[config.mk]
export PLATFORM = sky130hd
export DESIGN_NAME = rtc_regfile
export DESIGN_NICKNAME = d
export VERILOG_FILES = /design/src/rtl/rtc_pkg.sv /design/src/rtl/rtc_divider.sv /design/src/rtl/rtc_bcd_counter.sv /design/src/rtl/rtc_regfile.sv
export SDC_FILE = /design/constraint.sdc
export NUM_CORES = 1
export LEC_CHECK = 0
export ABC_AREA = 1
export BUFFER_PORTS_ARGS = -buffer_cell sky130_fd_sc_hd__buf_2
export CAP_MARGIN = 30
export CORE_ASPECT_RATIO = 1.1
export CORE_MARGIN = 2
export CORE_UTILIZATION = 65
export CTS_BUF_LIST = sky130_fd_sc_hd__clkbuf_4
export CTS_CLUSTER_SIZE = 14
export DETAILED_ROUTE_END_ITERATION = 10
export HOLD_SLACK_MARGIN = 0.08
export PLACE_DENSITY_LB_ADDON = 0.2
export SLEW_MARGIN = 10
export SYNTH_ARGS = -nofsm -noshare
export SYNTH_HDL_FRONTEND = slang
export SYNTH_HIERARCHICAL = 1
export SYNTH_SLANG_ARGS = --single-unit
[constraint.sdc]
create_clock -name clk -period 4.5 [get_ports clk]
set_input_delay 0.9 -clock clk [delete_from_list [all_inputs] [get_ports clk]]
set_output_delay 0.9 -clock clk [all_outputs]
set_load 0.05 [all_outputs]
[src/rtl/rtc_pkg.sv]
package rtc_pkg;

    typedef enum logic [1:0] {
        S_RUN  = 2'd0,
        S_HOLD = 2'd1,
        S_SYNC = 2'd2
    } view_state_t;

    localparam int unsigned ADDR_W   = 3;
    localparam int unsigned NUM_TIME = 7;

    localparam logic [ADDR_W-1:0] A_SEC  = 3'd0;
    localparam logic [ADDR_W-1:0] A_MIN  = 3'd1;
    localparam logic [ADDR_W-1:0] A_HOUR = 3'd2;
    localparam logic [ADDR_W-1:0] A_DAY  = 3'd3;
    localparam logic [ADDR_W-1:0] A_DATE = 3'd4;
    localparam logic [ADDR_W-1:0] A_MON  = 3'd5;
    localparam logic [ADDR_W-1:0] A_YEAR = 3'd6;
    localparam logic [ADDR_W-1:0] A_CTRL = 3'd7;

    function automatic logic [7:0] bcd_inc(input logic [7:0] v);
        if (v[3:0] == 4'd9) begin
            return {v[7:4] + 4'd1, 4'd0};
        end
        return {v[7:4], v[3:0] + 4'd1};
    endfunction

    function automatic logic [7:0] last_day(input logic [7:0] mon, input logic [7:0] yr);
        logic [6:0] yr_bin;
        yr_bin = {3'b000, yr[7:4]} * 7'd10 + {3'b000, yr[3:0]};
        unique case (mon)
            8'h02:                      return (yr_bin[1:0] == 2'b00) ? 8'h29 : 8'h28;
            8'h04, 8'h06, 8'h09, 8'h11: return 8'h30;
            default:                    return 8'h31;
        endcase
    endfunction

endpackage

[src/rtl/rtc_divider.sv]
module rtc_divider #(
    parameter int unsigned DIV_MAX = 32768,
    localparam int unsigned CW = (DIV_MAX > 1) ? $clog2(DIV_MAX) : 1
) (
    input  logic clk,
    input  logic rst_n,
    input  logic osc,
    input  logic clr,
    input  logic halt,
    output logic tick
);
    logic [CW-1:0] cnt;
    logic          last;

    assign last = (cnt == CW'(DIV_MAX - 1));
    assign tick = osc && !halt && !clr && last;

    always_ff @(posedge clk) begin
        if (!rst_n) begin
            cnt <= '0;
        end else if (clr) begin
            cnt <= '0;
        end else if (osc && !halt) begin
            cnt <= last ? '0 : cnt + CW'(1);
        end
    end

    // a halted divider keeps its count
    a_r6_halt_holds_div: assert property (@(posedge clk) disable iff (!rst_n)
        halt && !clr |=> $stable(cnt));

endmodule

[src/rtl/rtc_bcd_counter.sv]
module rtc_bcd_counter #(
    parameter logic [7:0] MIN_VAL = 8'h00,
    parameter logic [7:0] RST_VAL = 8'h00
) (
    input  logic       clk,
    input  logic       rst_n,
    input  logic       en,
    input  logic       ld,
    input  logic [7:0] ld_val,
    input  logic [7:0] max_val,
    output logic [7:0] value,
    output logic       wrap
);
    import rtc_pkg::*;

    assign wrap = en && (value == max_val);

    always_ff @(posedge clk) begin
        if (!rst_n) begin
            value <= RST_VAL;
        end else if (ld) begin
            value <= ld_val;
        end else if (en) begin
            value <= (value == max_val) ? MIN_VAL : bcd_inc(value);
        end
    end

    // a counter at its top value returns to its bottom value on the next step
    a_r2_wrap_to_min: assert property (@(posedge clk) disable iff (!rst_n)
        en && !ld && (value == max_val) |=> value == MIN_VAL);

endmodule

[src/rtl/rtc_regfile.sv]
module rtc_regfile #(
    parameter int unsigned DIV_MAX = 32768
) (
    input  logic       clk,
    input  logic       rst_n,
    input  logic       osc_tick,
    input  logic       ptr_load,
    input  logic [2:0] ptr_val,
    input  logic       wr_en,
    input  logic [7:0] wr_data,
    input  logic       rd_en,
    output logic [7:0] rd_data,
    input  logic       stop_strobe
);
    import rtc_pkg::*;

    localparam logic [NUM_TIME-1:0][7:0] COPY_RST =
        {8'h00, 8'h01, 8'h01, 8'h01, 8'h00, 8'h00, 8'h80};

    view_state_t state, state_nxt;

    logic [ADDR_W-1:0] ptr, ptr_nxt;
    logic              wr_hit, rd_hit, wr_time;
    logic              freeze_req, release_req, copy_now;
    logic              tick, tick_q;
    logic              st_q, ceb_q, cb_q;
    logic [7:0]        ctrl_q;
    logic [7:0]        sec_v, min_v, hr_v, day_v, date_v, mon_v, yr_v;
    logic              sec_w, min_w, hr_w, day_w, date_w, mon_w, yr_w;
    logic [7:0]        mdays;
    logic [NUM_TIME-1:0][7:0] live, shadow;
    logic [7:0][7:0]   view;

    // host access decode
    assign wr_hit  = wr_en && !ptr_load;
    assign rd_hit  = rd_en && !wr_en && !ptr_load;
    assign wr_time = wr_hit && (ptr != A_CTRL);

    always_comb begin
        if (ptr_load)             ptr_nxt = ptr_val;
        else if (wr_hit || rd_hit) ptr_nxt = ptr + 3'd1;
        else                      ptr_nxt = ptr;
    end

    always_ff @(posedge clk) begin
        if (!rst_n) ptr <= A_SEC;
        else        ptr <= ptr_nxt;
    end

    // the pointer wraps from the last address to the first
    a_r10_ptr_wraps: assert property (@(posedge clk) disable iff (!rst_n)
        (ptr == A_CTRL) && (rd_hit || wr_hit) |=> ptr == A_SEC);

    // divider and one-second tick
    rtc_divider #(.DIV_MAX(DIV_MAX)) u_div (
        .clk  (clk),
        .rst_n(rst_n),
        .osc  (osc_tick),
        .clr  (wr_time),
        .halt (st_q),
        .tick (tick)
    );

    // time counters
    assign mdays = last_day(mon_v, yr_v);

    rtc_bcd_counter #(.MIN_VAL(8'h00), .RST_VAL(8'h00)) u_sec (
        .clk(clk), .rst_n(rst_n), .en(tick), .ld(wr_hit && ptr == A_SEC),
        .ld_val({1'b0, wr_data[6:0]}), .max_val(8'h59), .value(sec_v), .wrap(sec_w));
    rtc_bcd_counter #(.MIN_VAL(8'h00), .RST_VAL(8'h00)) u_min (
        .clk(clk), .rst_n(rst_n), .en(sec_w), .ld(wr_hit && ptr == A_MIN),
        .ld_val({1'b0, wr_data[6:0]}), .max_val(8'h59), .value(min_v), .wrap(min_w));
    rtc_bcd_counter #(.MIN_VAL(8'h00), .RST_VAL(8'h00)) u_hour (
        .clk(clk), .rst_n(rst_n), .en(min_w), .ld(wr_hit && ptr == A_HOUR),
        .ld_val({2'b00, wr_data[5:0]}), .max_val(8'h23), .value(hr_v), .wrap(hr_w));
    rtc_bcd_counter #(.MIN_VAL(8'h01), .RST_VAL(8'h01)) u_day (
        .clk(clk), .rst_n(rst_n), .en(hr_w), .ld(wr_hit && ptr == A_DAY),
        .ld_val({5'b00000, wr_data[2:0]}), .max_val(8'h07), .value(day_v), .wrap(day_w));
    rtc_bcd_counter #(.MIN_VAL(8'h01), .RST_VAL(8'h01)) u_date (
        .clk(clk), .rst_n(rst_n), .en(hr_w), .ld(wr_hit && ptr == A_DATE),
        .ld_val({2'b00, wr_data[5:0]}), .max_val(mdays), .value(date_v), .wrap(date_w));
    rtc_bcd_counter #(.MIN_VAL(8'h01), .RST_VAL(8'h01)) u_mon (
        .clk(clk), .rst_n(rst_n), .en(date_w), .ld(wr_hit && ptr == A_MON),
        .ld_val({3'b000, wr_data[4:0]}), .max_val(8'h12), .value(mon_v), .wrap(mon_w));
    rtc_bcd_counter #(.MIN_VAL(8'h00), .RST_VAL(8'h00)) u_year (
        .clk(clk), .rst_n(rst_n), .en(mon_w), .ld(wr_hit && ptr == A_YEAR),
        .ld_val(wr_data), .max_val(8'h99), .value(yr_v), .wrap(yr_w));

    // stop, century and control bytes
    always_ff @(posedge clk) begin
        if (!rst_n) begin
            st_q   <= 1'b1;
            ceb_q  <= 1'b0;
            cb_q   <= 1'b0;
            ctrl_q <= 8'h00;
            tick_q <= 1'b0;
        end else begin
            tick_q <= tick;
            if (wr_hit && ptr == A_SEC) st_q <= wr_data[7];
            if (wr_hit && ptr == A_HOUR) begin
                ceb_q <= wr_data[7];
                cb_q  <= wr_data[6];
            end else if (yr_w && ceb_q) begin
                cb_q <= ~cb_q;
            end
            if (wr_hit && ptr == A_CTRL) ctrl_q <= wr_data;
        end
    end

    // century flag inverts on a year wrap while enabled
    a_r5_century_flip: assert property (@(posedge clk) disable iff (!rst_n)
        yr_w && ceb_q && !(wr_hit && ptr == A_HOUR) |=> cb_q != $past(cb_q));

    // with the stop bit set and no write, time does not move
    a_r6_stop_freezes_time: assert property (@(posedge clk) disable iff (!rst_n)
        st_q && !wr_hit |=> $stable({sec_v, min_v, hr_v, day_v, date_v, mon_v, yr_v}));

    always_comb begin
        live[A_SEC]  = {st_q, sec_v[6:0]};
        live[A_MIN]  = min_v;
        live[A_HOUR] = {ceb_q, cb_q, hr_v[5:0]};
        live[A_DAY]  = day_v;
        live[A_DATE] = date_v;
        live[A_MON]  = mon_v;
        live[A_YEAR] = yr_v;
    end

    // snapshot state machine
    assign freeze_req  = rd_hit && (ptr != A_CTRL) && (ptr_nxt != A_CTRL) && !stop_strobe;
    assign release_req = stop_strobe || (ptr_nxt == A_CTRL);

    always_ff @(posedge clk) begin
        if (!rst_n) state <= S_RUN;
        else        state <= state_nxt;
    end

    always_comb begin
        state_nxt = state;
        unique case (state)
            S_RUN: begin
                if (freeze_req)   state_nxt = S_HOLD;
                else if (wr_time) state_nxt = S_SYNC;
            end
            S_HOLD: begin
                if (release_req)  state_nxt = S_SYNC;
            end
            S_SYNC: begin
                state_nxt = freeze_req ? S_HOLD : S_RUN;
            end
            default: state_nxt = S_RUN;
        endcase
    end

    // outputs of the state machine
    always_comb begin
        copy_now = (state == S_SYNC) || ((state == S_RUN) && tick_q);
        view[6:0] = shadow;
        view[7]   = ctrl_q;
        rd_data   = view[ptr];
    end

    always_ff @(posedge clk) begin
        if (!rst_n)        shadow <= COPY_RST;
        else if (copy_now) shadow <= live;
    end

    // the user copy does not change while frozen
    a_r8_hold_keeps_copy: assert property (@(posedge clk) disable iff (!rst_n)
        state == S_HOLD |=> $stable(shadow));

    // the stop strobe ends a freeze
    a_r9_stop_releases: assert property (@(posedge clk) disable iff (!rst_n)
        (state == S_HOLD) && stop_strobe |=> state == S_SYNC);

endmodule

== Word level (Yosys, flattened, before mapping) ==
Index checks and enable logic that the tools add are counted.

* Register bits after elaboration: 144
* Output and inout port bits: 8

* $add $sub $neg: 17
* $mul: 1
* $lt $le $gt $ge: 1
* Equal/unequal tests: 34
* Multiplexer cells: 77
* Bitwise gates (word level): 2
* Reduce and logical (&&, ||, !) cells: 78

{| class="wikitable"
|+ Operator list
! cell !! number
|-
| 2-to-1 mux 8 bit || 24
|-
| adder 4 x 1 -> 4 bit (second input constant) || 14
|-
| 2-to-1 mux 1 bit || 32
|-
| == test 4 bit (second input constant) || 7
|-
| 2-to-1 mux 7 bit || 4
|-
| nonzero test 2 bit || 14
|-
| logical AND 1 bit || 26
|-
| AND reduction 2 bit || 13
|-
| binary-select mux 8 bit (select 3 bit) || 1
|-
| == test 8 x 3 -> 1 bit (second input constant) || 3
|-
| 2-to-1 mux 6 bit || 4
|-
| nonzero test 3 bit || 6
|-
| == test 8 x 5 -> 1 bit (second input constant) || 2
|-
| == test 8 x 7 -> 1 bit (second input constant) || 2
|-
| adder 15 x 1 -> 15 bit (second input constant) || 1
|-
| == test 15 bit (second input constant) || 1
|-
| == test 3 bit (second input constant) || 5
|-
| 2-to-1 mux 15 bit || 1
|-
| OR reduction 2 bit || 7
|-
| 2-to-1 mux 3 bit || 4
|-
| 2-to-1 mux 5 bit || 2
|-
| one-hot mux 5 bit (2 select lines) || 1
|-
| == test 8 x 2 -> 1 bit (second input constant) || 1
|-
| == test 8 x 4 -> 1 bit (second input constant) || 1
|-
| 22 further kinds || 34
|}

== Depth between registers and ports, before layout ==
Gate-level depths: netlist of the first run.

* Depth in word-level cells: 18
* Gate-level depth with buffers: 23
* Mapped depth without buffers: 23

== Cells and area by module ==
The synthesis of the first run kept the hierarchy.

{| class="wikitable"
|+ Modules (own cells, without submodules)
! module !! times used !! cells an instance !! area each (µm²) !! seq. area each (µm²)
|-
| rtc_regfile || 1 || 486 || 3393.3 || 1461.4
|-
| rtc_bcd_counter at u_hour ... || 4 || 108 || 701.9 || 160.2
|-
| rtc_bcd_counter at u_date ... || 3 || 109 || 678.2 || 160.2
|-
| rtc_divider || 1 || 127 || 860.8 || 300.3
|}

== Least setup slack after synthesis of the first run ==
No wires, ideal clock.

* Path type: input -> register
* From: in osc_tick
* To: reg u_year.value[4]
* Arrival: 3.268 ns
* Data required time: 4.386 ns
* Path slack: 1.118 ns
* Stages on the path: 21
* Path through: inv_2 nor2_2 nand3_2 nor2_4 nand2_2 nor2_1 inv_1 nor2_1 inv_1 nor2_1 inv_1 nor2_1 inv_1 nor2_1 inv_1 nor2_1 nor2_4 inv_1 nand2_4 nor2_1 nor2_2

* Cells in the longest elaborated chain, start to end: 10

{| class="wikitable"
|+ RTL lines
! element !! line !! RTL
|-
| start: declaration || rtc_regfile.sv:6 || <nowiki>input logic osc_tick,</nowiki>
|-
| logical AND 1 bit (3 in series) || rtc_divider.sv:16 || <nowiki>assign tick = osc && !halt && !clr && last;</nowiki>
|-
| net tick || rtc_regfile.sv:25 || <nowiki>logic tick, tick_q;</nowiki>
|-
| logical AND 1 bit || rtc_bcd_counter.sv:16 || <nowiki>assign wrap = en && (value == max_val);</nowiki>
|-
| net sec_w || rtc_regfile.sv:29 || <nowiki>logic sec_w, min_w, hr_w, day_w, date_w, mon_w, yr_w;</nowiki>
|-
| logical AND 1 bit || rtc_bcd_counter.sv:16 ||
|-
| net min_w || rtc_regfile.sv:29 ||
|-
| logical AND 1 bit || rtc_bcd_counter.sv:16 ||
|-
| net hr_w || rtc_regfile.sv:29 ||
|-
| logical AND 1 bit || rtc_bcd_counter.sv:16 ||
|-
| net date_w || rtc_regfile.sv:29 ||
|-
| logical AND 1 bit || rtc_bcd_counter.sv:16 ||
|-
| net mon_w || rtc_regfile.sv:29 ||
|-
| nonzero test 2 bit (no source line) || - ||
|-
| AND reduction 2 bit (no source line) || - ||
|-
| end signal: assignment || rtc_bcd_counter.sv:22 || <nowiki>value <= ld_val;</nowiki>
|-
| end signal: assignment || rtc_bcd_counter.sv:24 || <nowiki>value <= (value == max_val) ? MIN_VAL : bcd_inc(value);</nowiki>
|-
| end: declaration || rtc_bcd_counter.sv:11 || <nowiki>output logic [7:0] value,</nowiki>
|}

The timed path passes the listed nets, and every way through them passes these cells.
A chain may end at the register's enable or synchronous reset.

== Worst setup path after layout of the first run ==
* From: reg ptr[2]
* To: reg u_year.value[6]

* Cells in the longest elaborated chain, start to end: 12

{| class="wikitable"
|+ RTL lines
! element !! line !! RTL
|-
| start: declaration || rtc_regfile.sv:22 || <nowiki>logic [ADDR_W-1:0] ptr, ptr_nxt;</nowiki>
|-
| start signal: assignment || rtc_regfile.sv:47 || <nowiki>else ptr <= ptr_nxt;</nowiki>
|-
| inequality test 3 bit || rtc_regfile.sv:37 || <nowiki>assign wr_time = wr_hit && (ptr != A_CTRL);</nowiki>
|-
| logical AND 1 bit || rtc_regfile.sv:37 ||
|-
| net wr_time || rtc_regfile.sv:23 || <nowiki>logic wr_hit, rd_hit, wr_time;</nowiki>
|-
| zero test 1 bit || rtc_divider.sv:16 ||
|-
| logical AND 1 bit (2 in series) || rtc_divider.sv:16 ||
|-
| net tick || rtc_regfile.sv:25 ||
|-
| logical AND 1 bit || rtc_bcd_counter.sv:16 ||
|-
| net sec_w || rtc_regfile.sv:29 ||
|-
| [1 not listed] || - ||
|-
| net min_w || rtc_regfile.sv:29 ||
|-
| logical AND 1 bit || rtc_bcd_counter.sv:16 ||
|-
| net hr_w || rtc_regfile.sv:29 ||
|-
| logical AND 1 bit || rtc_bcd_counter.sv:16 ||
|-
| net date_w || rtc_regfile.sv:29 ||
|-
| logical AND 1 bit || rtc_bcd_counter.sv:16 ||
|-
| net mon_w || rtc_regfile.sv:29 ||
|-
| nonzero test 2 bit (no source line) || - ||
|-
| AND reduction 2 bit (no source line) || - ||
|}

The timed path passes the listed nets, and every way through them passes these cells.

==> results of run 1 <==
## layout by cell type, fill, tap and decap left out, types with 21 or more instances in the layout
| master | n |
|---|---|
| a21oi_1 | 53 |
| buf_2 | 24 |
| conb_1 | 87 |
| dfxtp_1 | 144 |
| ha_1 | 28 |
| inv_1 | 129 |
| inv_2 | 21 |
| nand2_1 | 295 |
| nand3_1 | 60 |
| nor2_1 | 268 |
| nor2_2 | 29 |
| o21ai_0 | 82 |
| o21ai_1 | 30 |
| xnor2_1 | 42 |
## per-layer routing
metal,track usage,vias up
li1,-,4509
met1,0.395,3897
met2,0.504,232
met3,0.0648,42
met4,0.111,0
met5,0,-
## power by group through the flow
stage / registers, mW / clock network, mW / logic, mW
CTS: 1.38 / 0.978 / 0.429
floorplan: 1.39 / 0 / 0.331
finish: 1.38 / 0.967 / 0.433
global route: 1.39 / 1.03 / 0.487
global placement: 1.41 / 0 / 0.420
detailed placement: 1.41 / 0 / 0.427
## path summary, 6_finish.rpt
kind | from | end | slack, ps
max | ptr[2] | u_year/value[6] | 840
max reg2reg | ptr[2] | u_year/value[6] | 840
min reg2reg | ctrl_q[1] | ctrl_q[1] | 460
min | ctrl_q[1] | ctrl_q[1] | 460
## registers in the layout (all words and copies together) (netlist names)
signal        flops
ceb_q             1
ctrl_q            8
st_q              1
shadow           56
u_hour/value      8
u_mon/value       8
u_year/value      8
tick_q            1
state             2
u_date/value      8
u_day/value       8
u_sec/value       8
cb_q              1
u_div/cnt        15
u_min/value       8
ptr               3
## layout make-up
| cell class | count | area (um2) | area share |
|---|---|---|---|
| clock buffer | 18 | 135 | 0.0135 |
| clock inverter | 14 | 195 | 0.0195 |
| inverter | 152 | 576 | 0.0576 |
| multi-input combinational | 1122 | 5750 | 0.576 |
| sequential | 144 | 2880 | 0.289 |
| tap | 188 | 235 | 0.0236 |
| timing repair buffer | 36 | 210 | 0.0210 |
## worst max-delay path, delay by kind of cell, from the launching register on
kind | cells | cell delay, ps
AND/OR/NAND/NOR | 11 | 1800
adder cells (fa/ha/maj) | 1 | 330
buffers and inverters | 7 | 620
flip-flops | 1 | 800
==> flow_metrics.env, run 1 <==
export IMPL_outcome="completed"
export IMPL_design_core_area_mm2=0.0137
export IMPL_finClkSkew_ps=16.0
export IMPL_cts_setup_buffers=0
export IMPL_drive_gt1_frac=0.114
export IMPL_ioPinCount=26
export IMPL_ctsHoldBuffers=0
export IMPL_syn_cell_area_mm2=0.00909
export IMPL_final_util=0.727
export IMPL_top_layer="met4"
export IMPL_critPathMaxFanout=21
export IMPL_nets=1519
export IMPL_crit_required_ps=4970
export IMPL_clk_latency_ps=570
export IMPL_post_route_period_util=0.813
export IMPL_cts_sink_count=144
export IMPL_tightest_slew_ps=918
export IMPL_dp_hpwl_um=15100
export IMPL_numCtsBuffers=17
export IMPL_crit_top_cell="nor2_1"
export IMPL_fillers=1211
export IMPL_vias=8680
export IMPL_r2r_cells=19
export IMPL_whs_ps=461
export IMPL_m1WireLength_um=9670
export IMPL_swShare=0.296
export IMPL_p_int_mw=1.96
export IMPL_fin_tns_setup_ps=0
export IMPL_crit_chain="ha_1, nor2_1, nor2_1, inv_1, nor2_1, inv_1, nor2_1, inv_1, nor2_1, buf_4, inv_1, nor2_1, inv_1, nor2_1, nor2_4, inv_1, nand2_4, nor2_1, nor2_2"
export IMPL_drtAntennaViolNets=0
export IMPL_finalMaxSlewViolations=0
export IMPL_die_x_um=117
export IMPL_place_ws_ps=594
export IMPL_postCtsResizedCells=0
export IMPL_final_cells=1674
export IMPL_peakVddDrop_v=0.000159
export IMPL_grt_use_total=0.306
export IMPL_path_clk_slew_ps=110
export IMPL_viasPerCell=5.19
export IMPL_dr_wl_met3_um=1290
export IMPL_setup_slack_ps=840
export IMPL_post_drt_wl_per_cell_um=13.0
export IMPL_cts_max_level=4
export IMPL_power_density_mw_per_mm2=279
export IMPL_cp_slowest_cell="dfxtp_1"
export IMPL_switching_power_mw=0.825
export IMPL_place_inst=1642
export IMPL_cp_data_arrival_time_ps=4130
export IMPL_max_cap_viol_count=0
export IMPL_power_frac_clock=0.347
export IMPL_seqPwrFrac=0.497
export IMPL_stdcell_area_mm2=0.00999
export IMPL_first_pass_iters=5
export IMPL_fp_row_count=45
export IMPL_cp_slowest_stage_delay_ps=800
export IMPL_grt_pass1_wl_um=36500
export IMPL_slew_headroom=0.387
export IMPL_die_h_um=128
export IMPL_comb_power_share=0.156
export IMPL_period_needed_ps=3660
export IMPL_setup_violations_final=0
export IMPL_cts_root_buf="clkbuf_4"
export IMPL_rsz0062_at_grt="false"
export IMPL_drc_errors=0
export IMPL_criticalPathCategory="reg -> reg"
export IMPL_wirelength_um=21800
export IMPL_yosysWarnings=6
export IMPL_start_util=0.662
export IMPL_post_dp_cell_area_mm2=0.00966
export IMPL_first_iter_violations=695
export IMPL_clockBufferDepth=2
export IMPL_wl_met2_um=10200
export IMPL_place_congestion=0.896
export IMPL_antenna_found_initial=0
export IMPL_portBuffers=25
export IMPL_critPathLaunchType="register"
export IMPL_grt_overflow=0
export IMPL_syn_inst=1370
export IMPL_area_growth_pct=9.90
export IMPL_finalPower_mw=2.78
export IMPL_worstHoldPathCells=2
export IMPL_hp_class="reg -> reg"
export IMPL_grt_pass1_vias=7855
export IMPL_dieArea_mm2=0.0149
export IMPL_cp_end_kind="register"
export IMPL_timing_fmax_ghz=0.273
export IMPL_leakage_nw=4.92
export IMPL_hold_viol_final=0
export IMPL_avgSynthCellArea_um2=6.63
export IMPL_diodes=0
export IMPL_cts_tree="yes"
export IMPL_grt_start_max_net_pins=65
Power figures use the tool's default switching activity.
==> run 2, diff against run 1 <==
--- a/config.mk
+++ b/config.mk
@@ -10,7 +10,7 @@
 export CAP_MARGIN = 30
 export CORE_ASPECT_RATIO = 1.1
 export CORE_MARGIN = 2
-export CORE_UTILIZATION = 65
+export CORE_UTILIZATION = 59
 export CTS_BUF_LIST = sky130_fd_sc_hd__clkbuf_4
 export CTS_CLUSTER_SIZE = 14
 export DETAILED_ROUTE_END_ITERATION = 10
==> constraint.sdc (replaced) <==
create_clock -name clk -period 3.1 [get_ports clk]
set_input_delay 0.62 -clock clk [delete_from_list [all_inputs] [get_ports clk]]
set_output_delay 0.62 -clock clk [all_outputs]
set_load 0.05 [all_outputs]
==> flow_metrics.env, run 2 (synthesized netlist as in run 1, its figures left out) <==
export IMPL_outcome="completed"
export IMPL_first_iter_violations=657
export IMPL_timing_fmax_ghz=0.340
export IMPL_grt_pass1_wl_um=36700
export IMPL_cp_data_arrival_time_ps=2320
export IMPL_clockBufferDepth=2
export IMPL_ioPinCount=26
export IMPL_post_drt_wl_per_cell_um=13.3
export IMPL_crit_chain="buf_4, inv_2, o21ai_0, o22ai_1, nor2_1, a31oi_1, buf_2"
export IMPL_drtAntennaViolNets=0
export IMPL_path_clk_slew_ps=120
export IMPL_cts_max_level=4
export IMPL_cts_tree="yes"
export IMPL_vias=8732
export IMPL_layout_commonest_cell="nand2_1"
export IMPL_grt_use_total=0.281
export IMPL_regArea_mm2=0.00289
export IMPL_cts_setup_buffers=0
export IMPL_area_growth_pct=11.5
export IMPL_peakVddDrop_v=0.000227
export IMPL_design_core_area_mm2=0.0151
export IMPL_nets=1538
export IMPL_place_congestion=0.896
export IMPL_start_util=0.604
export IMPL_setup_violations_final=0
export IMPL_fin_tns_setup_ps=0
export IMPL_finClkSkew_ps=14.2
export IMPL_criticalPathCategory="reg -> out"
export IMPL_dieArea_mm2=0.0164
export IMPL_crit_required_ps=2480
export IMPL_drive_gt1_frac=0.130
export IMPL_busiest_layer="met2"
export IMPL_cp_slowest_cell="dfxtp_1"
export IMPL_power_density_mw_per_mm2=388
export IMPL_die_x_um=122
export IMPL_numCtsBuffers=17
export IMPL_use_met3=0.0514
export IMPL_cts_sink_count=144
export IMPL_grt_overflow=0
export IMPL_whs_ps=293
export IMPL_cp_slowest_stage_delay_ps=340
export IMPL_final_util=0.673
export IMPL_fillers=1387
export IMPL_finalMaxSlewViolations=0
export IMPL_cts_root_buf="clkbuf_4"
export IMPL_hp_class="in -> reg"
export IMPL_grt_start_max_net_pins=58
export IMPL_cp_end_kind="output port"
export IMPL_slew_headroom=0.594
export IMPL_max_cap_viol_count=0
export IMPL_period_needed_ps=2940
export IMPL_largest_register_ffs=56
export IMPL_post_route_period_util=0.948
export IMPL_leakage_nw=4.99
export IMPL_diodes=0
export IMPL_ctsHoldBuffers=0
export IMPL_use_met2=0.463
export IMPL_top_regs="shadow x56, u_div/cnt x15"
export IMPL_fp_row_count=47
export IMPL_first_pass_iters=6
export IMPL_cp_num_buf_inv=3
export IMPL_rsz0062_at_grt="false"
export IMPL_wirelength_um=22600
export IMPL_portBuffers=25
export IMPL_die_h_um=134
export IMPL_gr_usage_met1=0.369
export IMPL_hold_viol_final=0
export IMPL_final_cell_mix="nand2_1, nor2_1, dfxtp_1"
export IMPL_antenna_found_initial=0
export IMPL_largest_register="shadow"
export IMPL_critPathTopFamily="buffers and inverters"
export IMPL_multiInputGateArea_mm2=0.00576
export IMPL_dp_hpwl_um=15700
export IMPL_drc_errors=0
export IMPL_grt_pass1_vias=7639
export IMPL_critPathMaxFanout=26
export IMPL_clk_latency_ps=590
export IMPL_tightest_slew_ps=604
export IMPL_critPathLaunchType="register"
export IMPL_viasPerCell=5.13
-- run 2: cell count changes in the layout (fill, tap and decap cells not counted), moves of 2 or more --
cell / previous run / this run
nor2_1: 268 / 264
nor2_2: 29 / 33
dfxtp_2: 0 / 2
buf_4: 12 / 29
bufinv_16: 5 / 3
dfxtp_1: 144 / 142
clkinvlp_4: 0 / 2
-- run 2: report_power, final --
group          switching (mW)  internal [mW]  leakage [nW]  total, mW
registers              0.0669           1.94          1.17       2.00
clock network           0.707          0.563         0.155       1.27
logic                   0.453          0.200          3.67      0.653
total                    1.23           2.70          4.99       3.93
-- run 2: cell type report --
cell class,count,share of cell area
Clock buffer,19,0.0141
Inverter,152,0.0573
Sequential cell,144,0.285
Clock inverter,13,0.0143
Tap cell,196,0.0242
Multi-Input combinational cell,1122,0.569
Timing Repair Buffer,55,0.0364
-- run 2: worst min-delay path: stages --
cell     delay [ps]
buf_2            90
nand2_1          70
a21oi_1          60
-- run 2: path summary, 6_finish.rpt --
kind / start / to / slack (ps) / depth (start not counted)
setup / recovery: ptr[1] / rd_data[4] / 160 / 7
hold / removal: ptr_val[1] / ptr[1] / 290 / 3
setup reg to reg: u_div/cnt[0] / cb_q / 270 / 22
hold reg to reg: ctrl_q[7] / ctrl_q[7] / 460 / 2
-- run 2: metal layers --
| layer | routed length, um | up-vias |
|---|---|---|
| li1 | - | 4538 |
| met1 | 10300 | 3913 |
| met2 | 10600 | 239 |
| met3 | 1260 | 42 |
| met4 | 518 | 0 |
| met5 | 0 | - |
-- run 2: stage by stage --
stage / area (um2) / instances / power (mW) / setup slack, ps
after floorplan: 9410 / 1455 / 2.50 / 33.7
after CTS: 10100 / 1700 / 3.92 / 58.5
final: 10100 / 1701 / 3.93 / 162
after global placement: 9800 / 1668 / 2.67 / 77.0
after detailed placement: 9800 / 1668 / 2.68 / -10.3
after global routing: 10100 / 1701 / 4.11 / 8.99
-- run 2: what timing repair did --
action,CTS,global route
setup endpoints to repair,6,21
hold endpoints to repair,0,0
resized for setup,1,9
==> run 3, diff against run 2 <==
--- a/config.mk
+++ b/config.mk
@@ -10,8 +10,7 @@
 export CAP_MARGIN = 30
 export CORE_ASPECT_RATIO = 1.1
 export CORE_MARGIN = 2
-export CORE_UTILIZATION = 59
-export CTS_BUF_LIST = sky130_fd_sc_hd__clkbuf_4
+export CORE_UTILIZATION = 57
 export CTS_CLUSTER_SIZE = 14
 export DETAILED_ROUTE_END_ITERATION = 10
 export HOLD_SLACK_MARGIN = 0.08
==> flow_metrics.env, run 3 (synthesized netlist as in run 1, its figures left out) <==
export IMPL_hp_start="ctrl_q[1]"
export IMPL_diodes=0
export IMPL_postCtsResizedCells=0
export IMPL_die_h_um=136
export IMPL_clk_latency_ps=430
export IMPL_grt_pass1_wl_um=38100
export IMPL_hp_class="reg -> reg"
export IMPL_vias=8791
export IMPL_final_cells=1701
export IMPL_regArea_mm2=0.00288
export IMPL_crit_chain="buf_4, inv_4, o21ai_0, o22ai_1, nor2_1, a31oi_1, buf_2"
export IMPL_place_inst=1668
export IMPL_start_util=0.580
export IMPL_cp_data_arrival_time_ps=2230
export IMPL_dieArea_mm2=0.0170
export IMPL_fillers=1355
export IMPL_tightest_slew_ps=591
export IMPL_area_growth_pct=16.2
export IMPL_worstHoldEndpoint="ctrl_q[1]"
export IMPL_multiInputGateArea_mm2=0.00578
export IMPL_critPathLaunchType="register"
export IMPL_layout_commonest_cell="nand2_1"
export IMPL_p_int_mw=3.80
export IMPL_cp_end_kind="output port"
export IMPL_die_x_um=124
export IMPL_finalMaxSlewViolations=0
export IMPL_post_dp_cell_area_mm2=0.00979
export IMPL_viasPerCell=5.17
export IMPL_cts_max_level=4
export IMPL_critPathMaxFanout=43
export IMPL_top_regs="shadow x56, u_div/cnt x15"
export IMPL_portBuffers=25
export IMPL_rrSetupSlack_ps=280
export IMPL_criticalPathCategory="reg -> out"
export IMPL_post_drt_wl_per_cell_um=13.5
export IMPL_whs_ps=454
export IMPL_power_frac_clock=0.481
export IMPL_outcome="completed"
export IMPL_timing_rr_end="u_year/value[1]"
export IMPL_power_density_mw_per_mm2=485
export IMPL_swShare=0.258
export IMPL_wirelength_um=22900
export IMPL_seqPwrFrac=0.391
export IMPL_peakVddDrop_v=0.000450
export IMPL_path_clk_slew_ps=60
export IMPL_grt_start_max_net_pins=98
export IMPL_crit_required_ps=2480
export IMPL_ctsHoldBuffers=0
export IMPL_r2r_cells=17
export IMPL_grt_pass1_vias=7908
export IMPL_slew_headroom=0.604
export IMPL_place_congestion=0.876
export IMPL_cp_slowest_stage_delay_ps=310
export IMPL_cp_slowest_cell="dfxtp_1"
export IMPL_cts_setup_buffers=0
export IMPL_worstHoldPathCells=2
export IMPL_grt_overflow=0
export IMPL_finClkSkew_ps=7.50
export IMPL_first_pass_iters=5
export IMPL_numCtsBuffers=17
export IMPL_drc_errors=0
export IMPL_largest_register="shadow"
export IMPL_cts_sink_count=144
export IMPL_dp_hpwl_um=15500
export IMPL_critPathTopFamily="buffers and inverters"
export IMPL_timing_fmax_ghz=0.351
export IMPL_ioPinCount=26
export IMPL_cp_num_buf_inv=3
export IMPL_post_route_period_util=0.920
export IMPL_nets=1534
export IMPL_comb_power_share=0.129
export IMPL_reg2reg_from="u_mon/value[7]"
export IMPL_setup_violations_final=0
export IMPL_max_cap_viol_count=0
export IMPL_leakage_nw=5.18
export IMPL_switching_power_mw=1.32
export IMPL_cts_tree="yes"
export IMPL_antenna_found_initial=0
export IMPL_final_cell_mix="nand2_1, nor2_1, dfxtp_1"
export IMPL_stdcell_area_mm2=0.0106
export IMPL_clockBufferDepth=2
export IMPL_drive_gt1_frac=0.128
export IMPL_hold_viol_final=0
export IMPL_design_core_area_mm2=0.0157
export IMPL_largest_register_ffs=56
export IMPL_grt_use_total=0.273
export IMPL_period_needed_ps=2850
export IMPL_fp_row_count=48
export IMPL_fin_tns_setup_ps=0
export IMPL_cts_root_buf="clkbuf_16"
export IMPL_final_util=0.674
export IMPL_first_iter_violations=818
export IMPL_drtAntennaViolNets=0
## run 3: cell count changes in the layout (fill, tap and decap cells not counted), sizes merged
cell	before	now
buf	55	51
clkbuf	19	24
inv	152	153
bufinv	3	6
clkinv	8	1
clkinvlp	2	0
## run 3: layer usage
| metal | global-route usage | up-vias | routed length [um] |
|---|---|---|---|
| li1 | - | 4529 | - |
| met3 | 0.0484 | 42 | 1460 |
| met1 | 0.360 | 3974 | 10300 |
| met5 | 0 | - | 0 |
| met2 | 0.454 | 246 | 10700 |
| met4 | 0.0918 | 0 | 445 |
## run 3: worst max path at each step
stage	start	endpoint	slack, ps	cells past startpoint
after floorplan	osc_tick	u_year/value[4]	30	21
after global placement	osc_tick	u_year/value[5]	100	22
after detailed placement	osc_tick	u_year/value[1]	20	22
after CTS	u_div/cnt[0]	u_year/value[1]	80	22
after global routing	u_div/cnt[0]	u_year/value[1]	-7	22
final	ptr[0]	rd_data[0]	250	7
## run 3: layout make-up
type | count | share of cell area
flip-flops and latches | 144 | 0.273
multi-input cells | 1122 | 0.547
clock buffers | 24 | 0.0494
well taps | 200 | 0.0237
inverters | 152 | 0.0547
repair buffers | 51 | 0.0337
clock inverters | 8 | 0.0184
## run 3: per-stage QoR
stage,total power [mW],worst slack (ps)
2_1_floorplan,2.50,33.7
3_3_place_gp,2.67,101
3_5_place_dp,2.68,18.1
4_1_cts,5.12,76.7
5_1_grt,5.29,-7.29
6_report,5.12,248
## run 3: power by group through the flow
stage / clock, mW / combinational, mW / sequential (mW)
3_3_place_gp: 0 / 0.633 / 2.04
6_report: 2.46 / 0.658 / 2.00
3_5_place_dp: 0 / 0.639 / 2.04
4_1_cts: 2.47 / 0.644 / 2.00
5_1_grt: 2.54 / 0.734 / 2.01
2_1_floorplan: 0 / 0.480 / 2.02
## run 3: worst min-delay path, delay by kind of cell (launching register included)
kind | cells | cell delay [ps]
flops | 1 | 300
buf+inv | 1 | 60
compound gates | 1 | 50
